## src/rtl/srec_pkg.sv

```systemverilog
package srec_pkg;

    localparam int CHAR_W = 8;
    localparam int BYTE_W = 8;

    typedef enum logic [2:0] {
        ST_IDLE,
        ST_TYPE,
        ST_COUNT,
        ST_ADDR,
        ST_DATA,
        ST_CSUM
    } st_e;

    // Properties of a record type digit
    typedef struct packed {
        logic       legal;
        logic       writes;
        logic       term;
        logic [2:0] alen;   // address length in bytes
    } kind_t;

endpackage

```

## src/rtl/srec_hexdec.sv

```systemverilog
module srec_hexdec
    import srec_pkg::*;
(
    input  logic [CHAR_W-1:0] ch,
    output logic              is_hex,
    output logic              is_dec,
    output logic              is_start,
    output logic              is_eol,
    output logic [3:0]        nib
);
    always_comb begin
        is_dec   = (ch >= 8'h30) && (ch <= 8'h39);
        is_start = (ch == 8'h53);
        is_eol   = (ch == 8'h0D) || (ch == 8'h0A);
        is_hex   = is_dec;
        nib      = ch[3:0];
        if (((ch >= 8'h41) && (ch <= 8'h46)) || ((ch >= 8'h61) && (ch <= 8'h66))) begin
            is_hex = 1'b1;
            nib    = ch[3:0] + 4'd9;
        end
    end
endmodule

```

## src/rtl/srec_kind.sv

```systemverilog
module srec_kind
    import srec_pkg::*;
(
    input  logic [3:0] digit,
    output kind_t      kind
);
    always_comb begin
        kind = '0;
        case (digit)
            4'd0: kind = '{legal: 1'b1, writes: 1'b0, term: 1'b0, alen: 3'd2};
            4'd1: kind = '{legal: 1'b1, writes: 1'b1, term: 1'b0, alen: 3'd2};
            4'd2: kind = '{legal: 1'b1, writes: 1'b1, term: 1'b0, alen: 3'd3};
            4'd3: kind = '{legal: 1'b1, writes: 1'b1, term: 1'b0, alen: 3'd4};
            4'd5: kind = '{legal: 1'b1, writes: 1'b0, term: 1'b0, alen: 3'd2};
            4'd6: kind = '{legal: 1'b1, writes: 1'b0, term: 1'b0, alen: 3'd3};
            4'd7: kind = '{legal: 1'b1, writes: 1'b0, term: 1'b1, alen: 3'd4};
            4'd8: kind = '{legal: 1'b1, writes: 1'b0, term: 1'b1, alen: 3'd3};
            4'd9: kind = '{legal: 1'b1, writes: 1'b0, term: 1'b1, alen: 3'd2};
            default: kind = '0;
        endcase
    end
endmodule

```

## src/rtl/srec_loader.sv

```systemverilog
module srec_loader
    import srec_pkg::*;
#(
    parameter int ADDR_W = 32
) (
    input  logic                clk,
    input  logic                rst_n,
    input  logic                in_valid,
    input  logic [CHAR_W-1:0]   in_data,
    output logic                in_ready,
    output logic                wr_en,
    output logic [ADDR_W-1:0]   wr_addr,
    output logic [BYTE_W-1:0]   wr_data,
    output logic                load_err,
    output logic                load_done,
    output logic [ADDR_W-1:0]   start_addr
);
    localparam int SHIFT_HI = ADDR_W - BYTE_W - 1;

    typedef struct packed {
        st_e                st;
        logic               hi;
        logic [3:0]         nib;
        kind_t              kind;
        logic [BYTE_W-1:0]  remain;
        logic [2:0]         alen_left;
        logic [BYTE_W-1:0]  sum;
        logic [ADDR_W-1:0]  addr;
        logic               wr_en;
        logic [ADDR_W-1:0]  wr_addr;
        logic [BYTE_W-1:0]  wr_data;
        logic               err;
        logic               done;
        logic [ADDR_W-1:0]  start;
    } regs_t;

    regs_t q, d;

    logic       c_hex, c_dec, c_start, c_eol;
    logic [3:0] c_nib;
    kind_t      c_kind;

    srec_hexdec u_hex (
        .ch       (in_data),
        .is_hex   (c_hex),
        .is_dec   (c_dec),
        .is_start (c_start),
        .is_eol   (c_eol),
        .nib      (c_nib)
    );

    srec_kind u_kind (
        .digit (c_nib),
        .kind  (c_kind)
    );

    logic [BYTE_W-1:0] byte_v;
    logic [BYTE_W-1:0] sum_nx;
    logic [BYTE_W-1:0] min_cnt;

    always_comb begin
        byte_v  = {q.nib, c_nib};
        sum_nx  = q.sum + byte_v;
        min_cnt = {5'd0, q.kind.alen} + 8'd1;
        d       = q;
        d.wr_en = 1'b0;
        d.done  = 1'b0;
        if (in_valid) begin
            case (q.st)
                ST_IDLE: begin
                    d.hi = 1'b0;
                    if (c_start)     d.st  = ST_TYPE;
                    else if (!c_eol) d.err = 1'b1;
                end
                ST_TYPE: begin
                    if (c_dec && c_kind.legal) begin
                        d.kind = c_kind;
                        d.st   = ST_COUNT;
                    end else begin
                        d.err = 1'b1;
                        d.st  = ST_IDLE;
                    end
                end
                default: begin
                    if (!c_hex) begin
                        d.err = 1'b1;
                        d.st  = ST_IDLE;
                    end else if (!q.hi) begin
                        d.hi  = 1'b1;
                        d.nib = c_nib;
                    end else begin
                        d.hi = 1'b0;
                        case (q.st)
                            ST_COUNT: begin
                                d.sum       = byte_v;
                                d.remain    = byte_v;
                                d.alen_left = q.kind.alen;
                                d.addr      = '0;
                                if (byte_v < min_cnt) begin
                                    d.err = 1'b1;
                                    d.st  = ST_IDLE;
                                end else begin
                                    d.st = ST_ADDR;
                                end
                            end
                            ST_ADDR: begin
                                d.addr      = {q.addr[SHIFT_HI:0], byte_v};
                                d.sum       = sum_nx;
                                d.remain    = q.remain - 8'd1;
                                d.alen_left = q.alen_left - 3'd1;
                                if (q.alen_left == 3'd1)
                                    d.st = (q.remain == 8'd2) ? ST_CSUM : ST_DATA;
                            end
                            ST_DATA: begin
                                if (q.kind.writes) begin
                                    d.wr_en   = 1'b1;
                                    d.wr_addr = q.addr;
                                    d.wr_data = byte_v;
                                end
                                d.addr   = q.addr + 1'b1;
                                d.sum    = sum_nx;
                                d.remain = q.remain - 8'd1;
                                if (q.remain == 8'd2) d.st = ST_CSUM;
                            end
                            default: begin
                                d.st = ST_IDLE;
                                if (sum_nx != 8'hFF) begin
                                    d.err = 1'b1;
                                end else if (q.kind.term) begin
                                    d.done  = 1'b1;
                                    d.start = q.addr;
                                end
                            end
                        endcase
                    end
                end
            endcase
        end
    end

    always_ff @(posedge clk) begin
        if (!rst_n) q <= '0;
        else        q <= d;
    end

    assign in_ready   = 1'b1;
    assign wr_en      = q.wr_en;
    assign wr_addr    = q.wr_addr;
    assign wr_data    = q.wr_data;
    assign load_err   = q.err;
    assign load_done  = q.done;
    assign start_addr = q.start;

    // a write only follows an accepted character
    a_r2_write_after_accept: assert property (@(posedge clk) disable iff (!rst_n)
        wr_en |-> $past(in_valid));

    // done is a single-cycle pulse, caused by an accepted character
    a_r6_done_single: assert property (@(posedge clk) disable iff (!rst_n)
        load_done |=> !load_done);
    a_r6_done_after_accept: assert property (@(posedge clk) disable iff (!rst_n)
        load_done |-> $past(in_valid));
    a_r6_done_no_write: assert property (@(posedge clk) disable iff (!rst_n)
        !(load_done && wr_en));

    // error flag is sticky
    a_r13_err_sticky: assert property (@(posedge clk) disable iff (!rst_n)
        load_err |=> load_err);

    // never back-pressures
    a_r12_ready: assert property (@(posedge clk) disable iff (!rst_n)
        in_ready);

endmodule

```

## config.mk

```make
export PLATFORM = sky130hd
export DESIGN_NAME = srec_loader
export DESIGN_NICKNAME = d
export VERILOG_FILES = /design/src/rtl/srec_pkg.sv /design/src/rtl/srec_hexdec.sv /design/src/rtl/srec_kind.sv /design/src/rtl/srec_loader.sv
export SDC_FILE = /design/constraint.sdc
export NUM_CORES = 1
export LEC_CHECK = 0
export ABC_AREA = 1
export BUFFER_PORTS_ARGS = -buffer_cell sky130_fd_sc_hd__clkbuf_2
export CAP_MARGIN = 20
export CORE_ASPECT_RATIO = 0.8
export CORE_MARGIN = 8
export CORE_UTILIZATION = 64
export DETAILED_ROUTE_END_ITERATION = 7
export PLACE_DENSITY = 0.85
export REMOVE_ABC_BUFFERS = 1
export SYNTH_ARGS = -nofsm -noshare
export SYNTH_HDL_FRONTEND = slang
export SYNTH_SLANG_ARGS = --single-unit
```

## constraint.sdc

```tcl
create_clock -name clk -period 8.1 [get_ports clk]
set_input_delay 1.62 -clock clk [delete_from_list [all_inputs] [get_ports clk]]
set_output_delay 1.62 -clock clk [all_outputs]
set_load 0.01 [all_outputs]
```

==> metrics.md, run 1 <==
| Metric | Value |
|---|---|
| Status | `finished, final reports clean` |
| Switching Fraction | `0.2771` |
| Register-to-Register Path Depth | `13` |
| Mapped Cells | `between 1k and 1.5k` |
| Vias in the first global route | `6915` |
| Clk slew on worst S/H paths | `0.06 ns` |
| CTS tree | `built` |
| #FFs+latches synth | `139` |
| Distinct cells, synth | `a little under 50` |
| Number of vias per cell | `5.783` |
| Cts-stage hold buffer count | `0` |
| H-tree levels | `4` |
| Clock Sinks | `139` |
| Seq pwr share | `0.395` |
| Vias post-DR | `7391` |
| Post-route ant nets | `0` |
| Leak | `3.446 nW` |
| I/O Buffers | `85` |
| Min-Delay Path Class | `register to register` |
| Post-layout util | `0.6926` |
| Main synth FF type | `dfxtp_1` |
| Drt initial violations | `around 840` |
| Total power | `1.787 mW` |
| CTS Root Cell | `clkbuf_16` |
| Setup bufs post-CTS | `0` |
| Layout Area Growth over Synthesis | `6.032%` |
| Share of cells above drive strength 1 | `0.1590` |
| Initial Utilization | `0.6532` |
| Post-synth EDFFs | `0` |
| Gate power share | `0.125` |
| Cts bufs inserted | `17` |
| Synth async-reset ratio | `0` |
| Part of the power in the clock network | `0.480` |
| Worst setup EP type | `register` |
| Worst path slowest cell | `clkinv_2` |
| Startpoint types | `input pin` |
| Worst vdd ir | `0.1619 mV` |
| R2R Setup Slk | `5.27 ns` |
| Max_cap viols | `0` |
| Slew @ Worst Pin | `1.102 ns` |
| CP bufs+invs | `5` |
| Die Width | `140.6 um` |
| IO Pins | `just under 90` |
| First-pass GRT wire length | `34.20 mm` |
| FF-to-FF End | `start_addr[15]` |
| Final WL | `approximately 21 mm` |
| Fill cells | `1034` |
| Setup_tns | `0 ns` |
| Rel. slew slack | `0.2643` |
| Req. time, crit path | `around 8.4 ns` |
| Yosys warns | `0` |
| Worst Path Arrival | `just over 5 ns` |
| CP startpoint | `in_data[1]` |
| Min Tclk post-route | `4.742 ns` |
| Switching power | `0.4952 mW` |
| Area of the die | `about 16000 um2` |
| Final period utilization | `0.5854` |
| Layout Nets | `between 1k and 1.5k` |
| Cell family with most CP delay | `simple AND/OR/NAND/NOR gates` |
| Final Max Tran Viols | `0` |
| Fmax | `0.2109 GHz` |
| Total GRT Usage | `0.2583` |
| Cell Area, Synth | `just under 8000 um2` |
| WL/cell | `16.10 um` |
| Most frequent cells in the layout | `nand2_1 (212), dfxtp_1 (139), a21oi_1 (122)` |
| Rows | `36` |
| Avg Inst Size Synth | `7.018 um2` |
| FF-to-FF Start | `q[110]` |
| Sequential share of the synthesized area | `0.3503` |
| Hold Path Stages | `2` |
| Antenna cell count | `0` |
| Post-DP HPWL | `13.97 mm` |
| Setup CP Type | `input pin to register` |
| CTS Buffer Depth | `2` |
| Crit-path max cell delay | `0.48 ns` |
| Largest net degree at the start of global routing | `85` |
| Overflow left after global routing | `0` |
| Worst skew pair latency | `0.43 ns` |
| Critical-path maximum fanout | `33` |
| Cell area power density | `212.1 nW/um2` |
| Worst Skew | `0.004609 ns` |
| CTS resizes | `0` |
| # DRC | `0` |
| P_int | `1.292 mW` |
| RSZ-0062 raised after global routing | `no` |
| Commonest non-fill, non-tap cell in the layout | `nand2_1` |
| Initial antenna violation count | `0` |
| Min-Delay Endpoint | `load_err` |
| Die Ht | `115.7 um` |
| Core area | `12160 um2` |
| Hold slack | `between 0.4 and 0.5 ns` |
| Hold Vio Cnt, Final | `0` |
| Hold Startpoint | `load_err` |
| First-pass DRT Iterations | `6` |
| Placer Congestion | `between 0.9 and 1` |
| Worst-path cell chain | `clkbuf_2 > inv_1 > ha_1 > inv_1 > nand3_2 > nand3_4 > nand2_2 > ha_1 > nand2_1 > inv_1 > o21ai_0 > nand3_1 > nand2_1 > nand2_1 > nand3_1 > nor2_2 > nand2_4 > clkinv_2 > nor2_1 > nor2_1` |
| Final Setup Violations | `0` |
==> worst max path at each step <==
stage          cells past startpoint        endpoint  slack [ns]
6_report                          20  start_addr[15]        3.36
5_1_grt                           22  start_addr[26]        3.03
4_1_cts                           20  start_addr[15]        3.44
3_5_place_dp                      20  start_addr[11]        3.04
3_3_place_gp                      18  start_addr[17]        3.14
2_1_floorplan                     19  start_addr[10]        3.84
==> worst min-delay path, stage by stage (launching register included) <==
cell and delay (ns):
dfxtp_1 0.31, inv_1 0.05, a21oi_1 0.06
==> layout make-up <==
cell class	instances	area, um2	area share
sequential	139	2783	0.3304
clock inverter	15	221.5	0.02629
clock buffer	17	425.4	0.05051
timing repair buffer	91	470.5	0.05585
multi-input combinational	771	3983	0.4728
tap	152	190.2	0.02258
inverter	93	350.3	0.04159
==> state kept, by name (all words and copies together) (netlist names) <==
signal	cells
load_err	1
load_done	1
start_addr	32
wr_en	1
wr_addr	32
q	60
byte_v	4
wr_data	8
==> cells in the mapped netlist (6+ instances only) <==
| master | number | area share |
|---|---|---|
| a21oi_1 | 122 | 0.077 |
| a31oi_1 | 9 | 0.0071 |
| buf_2 | 21 | 0.013 |
| buf_4 | 73 | 0.069 |
| clkbuf_1 | 23 | 0.011 |
| clkbuf_2 | 7 | 0.0044 |
| dfxtp_1 | 139 | 0.35 |
| ha_1 | 24 | 0.038 |
| inv_1 | 86 | 0.041 |
| nand2_1 | 212 | 0.10 |
| nand2_2 | 6 | 0.0047 |
| nand3_1 | 64 | 0.040 |
| nand4_1 | 19 | 0.015 |
| nor2_1 | 110 | 0.052 |
| nor2_4 | 8 | 0.011 |
| nor3_1 | 24 | 0.015 |
| o21ai_0 | 85 | 0.054 |
| o21ai_1 | 21 | 0.013 |
| or2_2 | 10 | 0.0079 |
==> power groups by stage <==
stage          Clock (mW)  Sequential [mW]  Combinational, mW
6_report            0.858            0.706              0.223
4_1_cts             0.860            0.705              0.220
2_1_floorplan           0            0.717              0.148
3_5_place_dp            0            0.721              0.216
3_3_place_gp            0            0.721              0.214
5_1_grt             0.889            0.707              0.247
==> routing by layer <==
layer  up-vias  part of all wire  wire length [um]  global-route usage
met3        28              0.10              2082             0.06175
met4         0             0.015               316             0.09929
met5         -                 0                 0                   0
met2       336              0.42              8648              0.3884
met1      3376              0.46              9532              0.3529
li1       3651                 -                 -                   -
==> stage by stage <==
stage,std cells,worst slack [ns],cell area (um2)
after global routing,1278,3.033,8423
after floorplan,1003,3.842,7113
after CTS,1278,3.442,8423
after detailed placement,1246,3.037,7776
after global placement,1246,3.139,7776
final,1278,3.358,8423
==> cell families after synthesis <==
| family | count (synthesis) | synth area share |
|---|---|---|
| AOI/OAI and AO/OA | 261 | 0.1781 |
| adders and majority gates | 25 | 0.04032 |
| buffers and inverters | 222 | 0.1487 |
| and+or+nand+nor | 477 | 0.2744 |
| other | 1 | 0.0004721 |
| xor gates and xnor gates | 7 | 0.007718 |
| DFF | 139 | 0.3503 |
(Power assumes the default switching activity.)
==> inputs of run 2 (changes only) <==
--- a/config.mk
+++ b/config.mk
@@ -5,14 +5,14 @@
 export SDC_FILE = /design/constraint.sdc
 export NUM_CORES = 1
 export LEC_CHECK = 0
-export ABC_AREA = 1
+export ABC_AREA = 0
 export BUFFER_PORTS_ARGS = -buffer_cell sky130_fd_sc_hd__clkbuf_2
 export CAP_MARGIN = 20
 export CORE_ASPECT_RATIO = 0.8
 export CORE_MARGIN = 8
-export CORE_UTILIZATION = 64
+export CORE_UTILIZATION = 59
 export DETAILED_ROUTE_END_ITERATION = 7
-export PLACE_DENSITY = 0.85
+export PLACE_DENSITY = 0.79
 export REMOVE_ABC_BUFFERS = 1
 export SYNTH_ARGS = -nofsm -noshare
 export SYNTH_HDL_FRONTEND = slang
==> constraint.sdc (replaced) <==
create_clock -name clk -period 4.4 [get_ports clk]
set_input_delay 0.88 -clock clk [delete_from_list [all_inputs] [get_ports clk]]
set_output_delay 0.88 -clock clk [all_outputs]
set_load 0.01 [all_outputs]
==> run 2 against run 1 <==
- first-iteration DRC count rose by 3.0%
- power is 72% higher
- worst setup slack worse by 2.9 ns
- count of clock-buffer cells in the layout increased by 1
- die area increased by 7.3%
- hold slack lost 0.0076 ns
- register-to-register slack worse by 3.6 ns
- routed wire length is 4.7% higher
- non-clock buffer count is 14 higher
- critical path depth decreased by 4
- design area is 1.3% higher
- area after synthesis barely moved
- critical path type unchanged
- highest routed layer unchanged
==> metrics.md, run 2 <==
| Metric | Value |
|---|---|
| CTS Root Cell | `clkbuf_16` |
| Area of the die | `17440 um2` |
| Synth async-reset ratio | `0` |
| Met3 wire len | `2.124 mm` |
| I/O Buffers | `85` |
| Die Ht | `119.7 um` |
| Non-filler cells, final | `1191` |
| IO Pins | `87` |
| Worst skew pair latency | `0.42 ns` |
| Yosys warns | `0` |
| Final WS setup | `0.4220 ns` |
| Initial Utilization | `0.5940` |
| Met2 routed WL | `9.506 mm` |
| Min-Delay Path Class | `register to register` |
| Reg with most FFs | `q` |
| Part of the power in the clock network | `0.551` |
| Rel. slew slack | `0.4523` |
| Antenna cell count | `0` |
| Crit-path max cell delay | `around 0.48 ns` |
| Cts-stage hold buffer count | `0` |
| Clock Sinks | `139` |
| Worst Path Arrival | `approximately 4.3 ns` |
| # DRC | `0` |
| Post-route ant nets | `0` |
| H-tree levels | `4` |
| Post-DP HPWL | `13.84 mm` |
| Die Width | `145.7 um` |
| Setup CP Type | `input pin to register` |
| Post-synth EDFFs | `0` |
| Slew @ Worst Pin | `0.8191 ns` |
| Final period utilization | `0.9041` |
| Yosys top cell area share | `0.3506` |
| CP bufs+invs | `4` |
| Cts bufs inserted | `17` |
| Worst Skew | `0.01508 ns` |
| Layout Area Growth over Synthesis | `7.489%` |
| Placer Congestion | `0.9209` |
| CTS resizes | `0` |
| Post-Place Cells | `1159` |
| Worst path slowest cell | `o2111a_4` |
| Hold Vio Cnt, Final | `0` |
| Main synth FF type | `dfxtp_1` |
| Total GRT Usage | `0.2397` |
| Cell Area, Synth | `7936 um2` |
| Hold slack | `approximately 0.45 ns` |
| Worst-path cell chain | `clkbuf_2 > inv_1 > ha_1 > or3b_1 > nand3_1 > o21ai_0 > inv_1 > ha_1 > fa_1 > nand3_1 > a21oi_1 > nor4_1 > buf_4 > o2111a_4 > nand3_1 > a21oi_1` |
| Final WL | `21.55 mm` |
| Final Max Tran Viols | `0` |
| Top-count cell post-synth | `nand2_1` |
| Vias in the first global route | `6865` |
| Most frequent cells in the layout | `nand2_1 (163), dfxtp_1 (139), a21oi_1 (118)` |
| P_int | `2.422 mW` |
| Min Tclk post-route | `just under 4 ns` |
| Overflow left after global routing | `0` |
| Pre-CTS WS | `0.1033 ns` |
| Rows | `38` |
| Commonest non-fill, non-tap cell in the layout | `nand2_1` |
| CTS Buffer Depth | `2` |
| Max layer used | `met4` |
| Initial antenna violation count | `0` |
| Dpl cell area | `7836 um2` |
| Setup bufs post-CTS | `0` |
| Status | `finished, final reports clean` |
| Post-layout instance area | `between 8000 and 9000 um2` |
| First-pass GRT wire length | `35.17 mm` |
| WL/cell | `18.09 um` |
| Cell mode on critical path | `nand3_1` |
| Largest net degree at the start of global routing | `73` |
| Max_cap viols | `0` |
| Distinct cells, synth | `84` |
| Leak | `3.221 nW` |
| Synth area leader | `dfxtp_1` |
| Drt initial violations | `867` |
| Layout Nets | `~1.0k` |
| Gate power share | `0.037` |
| Worst vdd ir | `0.3101 mV` |
| Total power | `3.075 mW` |
| Cell family with most CP delay | `compound AO/OA/AOI/OAI gates` |
| Switching power | `0.6530 mW` |
| #FFs+latches synth | `~140` |
| Switching Fraction | `0.2123` |
| Post-layout util | `0.6385` |
| Avg Inst Size Synth | `between 7 and 8 um2` |
| Met1 WL | `9.554 mm` |
| Req. time, crit path | `about 4.8 ns` |
| Seq pwr share | `0.412` |
| Critical-path maximum fanout | `32` |
| Vias post-DR | `approximately 7.4k` |
| Worst setup EP type | `register` |
| Core area | `approximately 13000 um2` |
| RSZ-0062 raised after global routing | `no` |
| Main area contributors after synthesis | `dfxtp_1 (35%), nand2_1 (7.7%), a21oi_1 (7.4%), buf_4 (7.2%), o21ai_0 (4.9%)` |
| Number of vias per cell | `6.238` |
| Clk slew on worst S/H paths | `roughly 0.060 ns` |
| Post-synth top cells | `nand2_1 (163), dfxtp_1 (139), a21oi_1 (118)` |
| Fill cells | `1168` |
| Max reg flops | `60` |
| First-pass DRT Iterations | `6` |
| Mapped Cells | `just over 1k` |
| Cell area power density | `360.5 nW/um2` |
| Final Setup Violations | `0` |
| Fmax | `0.2514 GHz` |
| Startpoint types | `input pin` |
| CTS tree | `built` |
| Setup_tns | `0 ns` |
| Share of cells above drive strength 1 | `0.1592` |
| Sequential share of the synthesized area | `0.3506` |
==> run 2: cell types whose count changed after synthesis, moves of 7 or more <==
cell and change:
nand2_1 -49, o21ai_0 -7, nand4_1 -9, clkbuf_1 +19, nor2_4 -8, or2_2 -10, a22oi_1 +10, o21ai_1 -15
nor4_1 +7, mux2i_1 +7, inv_1 -69, and3_1 +14, nor2_1 -52, nor3_1 -7
==> run 2: worst min-delay path: cells and delay by family (launching register included) <==
family | cells | cell delay, ns
and+or+nand+nor | 1 | 0.05
DFF | 1 | 0.31
AOI/OAI and AO/OA | 1 | 0.05
==> run 2: cell families (layout without fill, tap and decap cells) <==
family	count (synthesis)	count (layout)	share of synthesized area
xor gates and xnor gates	7	7	0.007725
buffers and inverters	170	156	0.1294
muxes	7	7	0.008829
DFF	139	139	0.3506
AOI/OAI and AO/OA	305	305	0.2422
adders and majority gates	25	25	0.04036
other	1	1	0.0004725
and+or+nand+nor	371	371	0.2204
==> run 2: final timing paths <==
check | start | end | slack, ns | cells after the start
worst max-delay path | in_data[0] | start_addr[26] | 0.42 | 16
worst min-delay path | wr_addr[21] | wr_addr[21] | 0.45 | 2
worst max register to register | byte_v[4] | start_addr[26] | 1.71 | 8
worst min register to register | wr_addr[21] | wr_addr[21] | 0.45 | 2
==> run 2: cell type report <==
type                    count  area (um2)  area share
clock buffers              18       429.2     0.05031
repair buffers            105       613.1     0.07187
clock inverters            14       265.3     0.03109
multi-input cells         716        4143      0.4856
well taps                 180       225.2     0.02640
flip-flops and latches    139        2783      0.3262
inverters                  19       72.57    0.008507
==> run 2: power groups by stage <==
stage,sequential [mW],clock [mW],combinational (mW)
2_1_floorplan,1.29,0,0.0659
6_report,1.27,1.69,0.114
4_1_cts,1.27,1.70,0.112
5_1_grt,1.27,1.77,0.124
3_3_place_gp,1.29,0,0.110
3_5_place_dp,1.29,0,0.111
==> run 2: metal layers <==
layer,GRT usage,up-vias
met5,0,-
li1,-,3538
met1,0.3294,3461
met4,0.07787,0
met3,0.05907,35
met2,0.3625,395
==> inputs of run 3 (changes only) <==
--- a/config.mk
+++ b/config.mk
@@ -14,6 +14,7 @@
 export DETAILED_ROUTE_END_ITERATION = 7
 export PLACE_DENSITY = 0.79
 export REMOVE_ABC_BUFFERS = 1
+export SETUP_SLACK_MARGIN = 0.5
 export SYNTH_ARGS = -nofsm -noshare
 export SYNTH_HDL_FRONTEND = slang
 export SYNTH_SLANG_ARGS = --single-unit
==> run 3 against run 2 <==
- critical path depth down 1
- non-clock buffer count rose by 2
- hold slack got worse by 0.0016 ns
- utilization is 0.77 points higher
- die area unchanged
- register-to-register slack gained 0.07 ns
- global-route usage stayed put
- critical path type unchanged
- largest power group unchanged
- highest routed layer unchanged
==> metrics.md, run 3 (synthesized netlist as in run 2, its figures left out) <==
| Metric | Value |
|---|---|
| Startpoint types | `input pin` |
| Rows | `38` |
| Number of vias per cell | `6.260` |
| Final Setup Violations | `0` |
| Req. time, crit path | `4.69 ns` |
| CTS tree | `built` |
| Post-DP HPWL | `13.84 mm` |
| Cell mode on critical path | `inv_1` |
| Min Tclk post-route | `~3.8 ns` |
| FF/Latch Area | `2783 um2` |
| Fmax | `0.2618 GHz` |
| Hold Path Stages | `2` |
| Layout Area Growth over Synthesis | `8.781%` |
| Setup CP Type | `input pin to register` |
| Worst vdd ir | `0.3102 mV` |
| Drt initial violations | `973` |
| RSZ-0062 raised after global routing | `no` |
| Post-Place Cells | `1159` |
| WL/cell | `between 15 and 20 um` |
| Initial Utilization | `0.5940` |
| R2R Setup Slk | `1.78 ns` |
| Worst skew pair latency | `approximately 0.43 ns` |
| Post-layout util | `0.6462` |
| Non-filler cells, final | `1195` |
| Worst Skew | `0.01724 ns` |
| Die Width | `145.7 um` |
| Core area | `approximately 13000 um2` |
| Worst-path cell chain | `clkbuf_2 > inv_1 > ha_1 > or3b_4 > a21oi_2 > a21o_1 > inv_1 > fa_2 > nand2_1 > nor4b_1 > buf_4 > o2111ai_2 > buf_12 > o21ai_0 > a21oi_1` |
| Register-to-Register Path Depth | `7` |
| Final Max Tran Viols | `0` |
| Max reg flops | `60` |
| Hold slack | `0.4518 ns` |
| Reg with most FFs | `q` |
| Commonest non-fill, non-tap cell in the layout | `nand2_1` |
| Leak | `3.242 nW` |
| Crit-path max cell delay | `between 0.5 and 0.6 ns` |
| Cts-stage hold buffer count | `0` |
| Layout Nets | `between 1k and 1.5k` |
| Final WL | `22.31 mm` |
| Placer Congestion | `0.9209` |
| Setup_tns | `0 ns` |
| Max_cap viols | `0` |
| I/O Buffers | `between 80 and 90` |
| H-tree levels | `4` |
| Worst path slowest cell | `fa_2` |
| Most frequent cells in the layout | `nand2_1 (163), dfxtp_1 (139), a21oi_1 (116)` |
| Post-route ant nets | `0` |
| Status | `finished, final reports clean` |
| Slew @ Worst Pin | `0.7570 ns` |
| Hold Vio Cnt, Final | `0` |
| Cts bufs inserted | `17` |
| Vias in the first global route | `6865` |
| Cell area power density | `357.3 nW/um2` |
| IO Pins | `just under 90` |
| Critical-path maximum fanout | `32` |
| Area of the die | `17440 um2` |
| Die Ht | `around 120 um` |
| Worst setup EP type | `register` |
| First-pass DRT Iterations | `7` |
| Initial antenna violation count | `0` |
| # DRC | `0` |
| CTS Root Cell | `clkbuf_16` |
| Vias post-DR | `7481` |
| Final period utilization | `0.8681` |
| Multi-input logic area | `approximately 4200 um2` |
| Antenna cell count | `0` |
| Fill cells | `1150` |
| Worst Path Arrival | `around 4 ns` |
| Largest net degree at the start of global routing | `73` |
| Total power | `around 3.1 mW` |
| CTS Buffer Depth | `2` |
| Share of cells above drive strength 1 | `0.1724` |
| Total GRT Usage | `0.2397` |
| Clk slew on worst S/H paths | `about 0.06 ns` |
| Min-Delay Path Class | `register to register` |
| First-pass GRT wire length | `35.17 mm` |
| Clock Sinks | `approximately 140` |
| Rel. slew slack | `0.4938` |
| Overflow left after global routing | `0` |
-- run 3: changes by cell type in the layout (fill, tap and decap cells not counted), sizes merged --
cell / delta
o2111a: +2
buf: +2
-- run 3: area by class of cell --
| cell class | count | share of cell area |
|---|---|---|
| Timing Repair Buffer | 107 | 0.07565 |
| Multi-Input combinational cell | 718 | 0.4871 |
| Sequential cell | 139 | 0.3223 |
| Inverter | 19 | 0.008406 |
| Clock buffer | 18 | 0.04971 |
| Tap cell | 180 | 0.02609 |
| Clock inverter | 14 | 0.03072 |
-- run 3: final timing paths --
| kind | startpoint | to |
|---|---|---|
| worst max register to register | q[75] | q[103] |
| worst max-delay path | in_data[1] | start_addr[18] |
| worst min register to register | wr_addr[5] | wr_addr[5] |
| worst min-delay path | wr_addr[5] | wr_addr[5] |
-- run 3: per-stage QoR --
step	instance area, um2	setup slack [ns]
after global placement	7836	0.1905
after floorplan	6980	-0.4137
after CTS	8531	0.5057
final	8633	0.5802
after global routing	8633	0.3865
after detailed placement	7836	0.1033
-- run 3: timing repair --
action	CTS	global route
buffers inserted	0	2
gates resized for setup	0	20
endpoints found under the hold margin	0	0
setup endpoints to repair	0	33
-- run 3: critical path: cells and delay by family --
kind                       cells  cell delay, ns
and+or+nand+nor                3            0.82
adders and majority gates      2            0.81
buffers and inverters          5            0.80
AOI/OAI and AO/OA              5            0.78
-- run 3: power breakdown --
| part | internal (mW) | switching (mW) |
|---|---|---|
| sequential | 1.26 | 0.00568 |
| combinational | 0.0382 | 0.0792 |
| clock | 1.12 | 0.576 |
-- run 3: layer usage --
metal / vias up / wire (um) / track usage
met5: - / 0 / 0
met3: 39 / 2077 / 0.05907
met2: 401 / 9921 / 0.3625
met1: 3502 / 9893 / 0.3294
met4: 0 / 422 / 0.07787
li1: 3539 / - / -
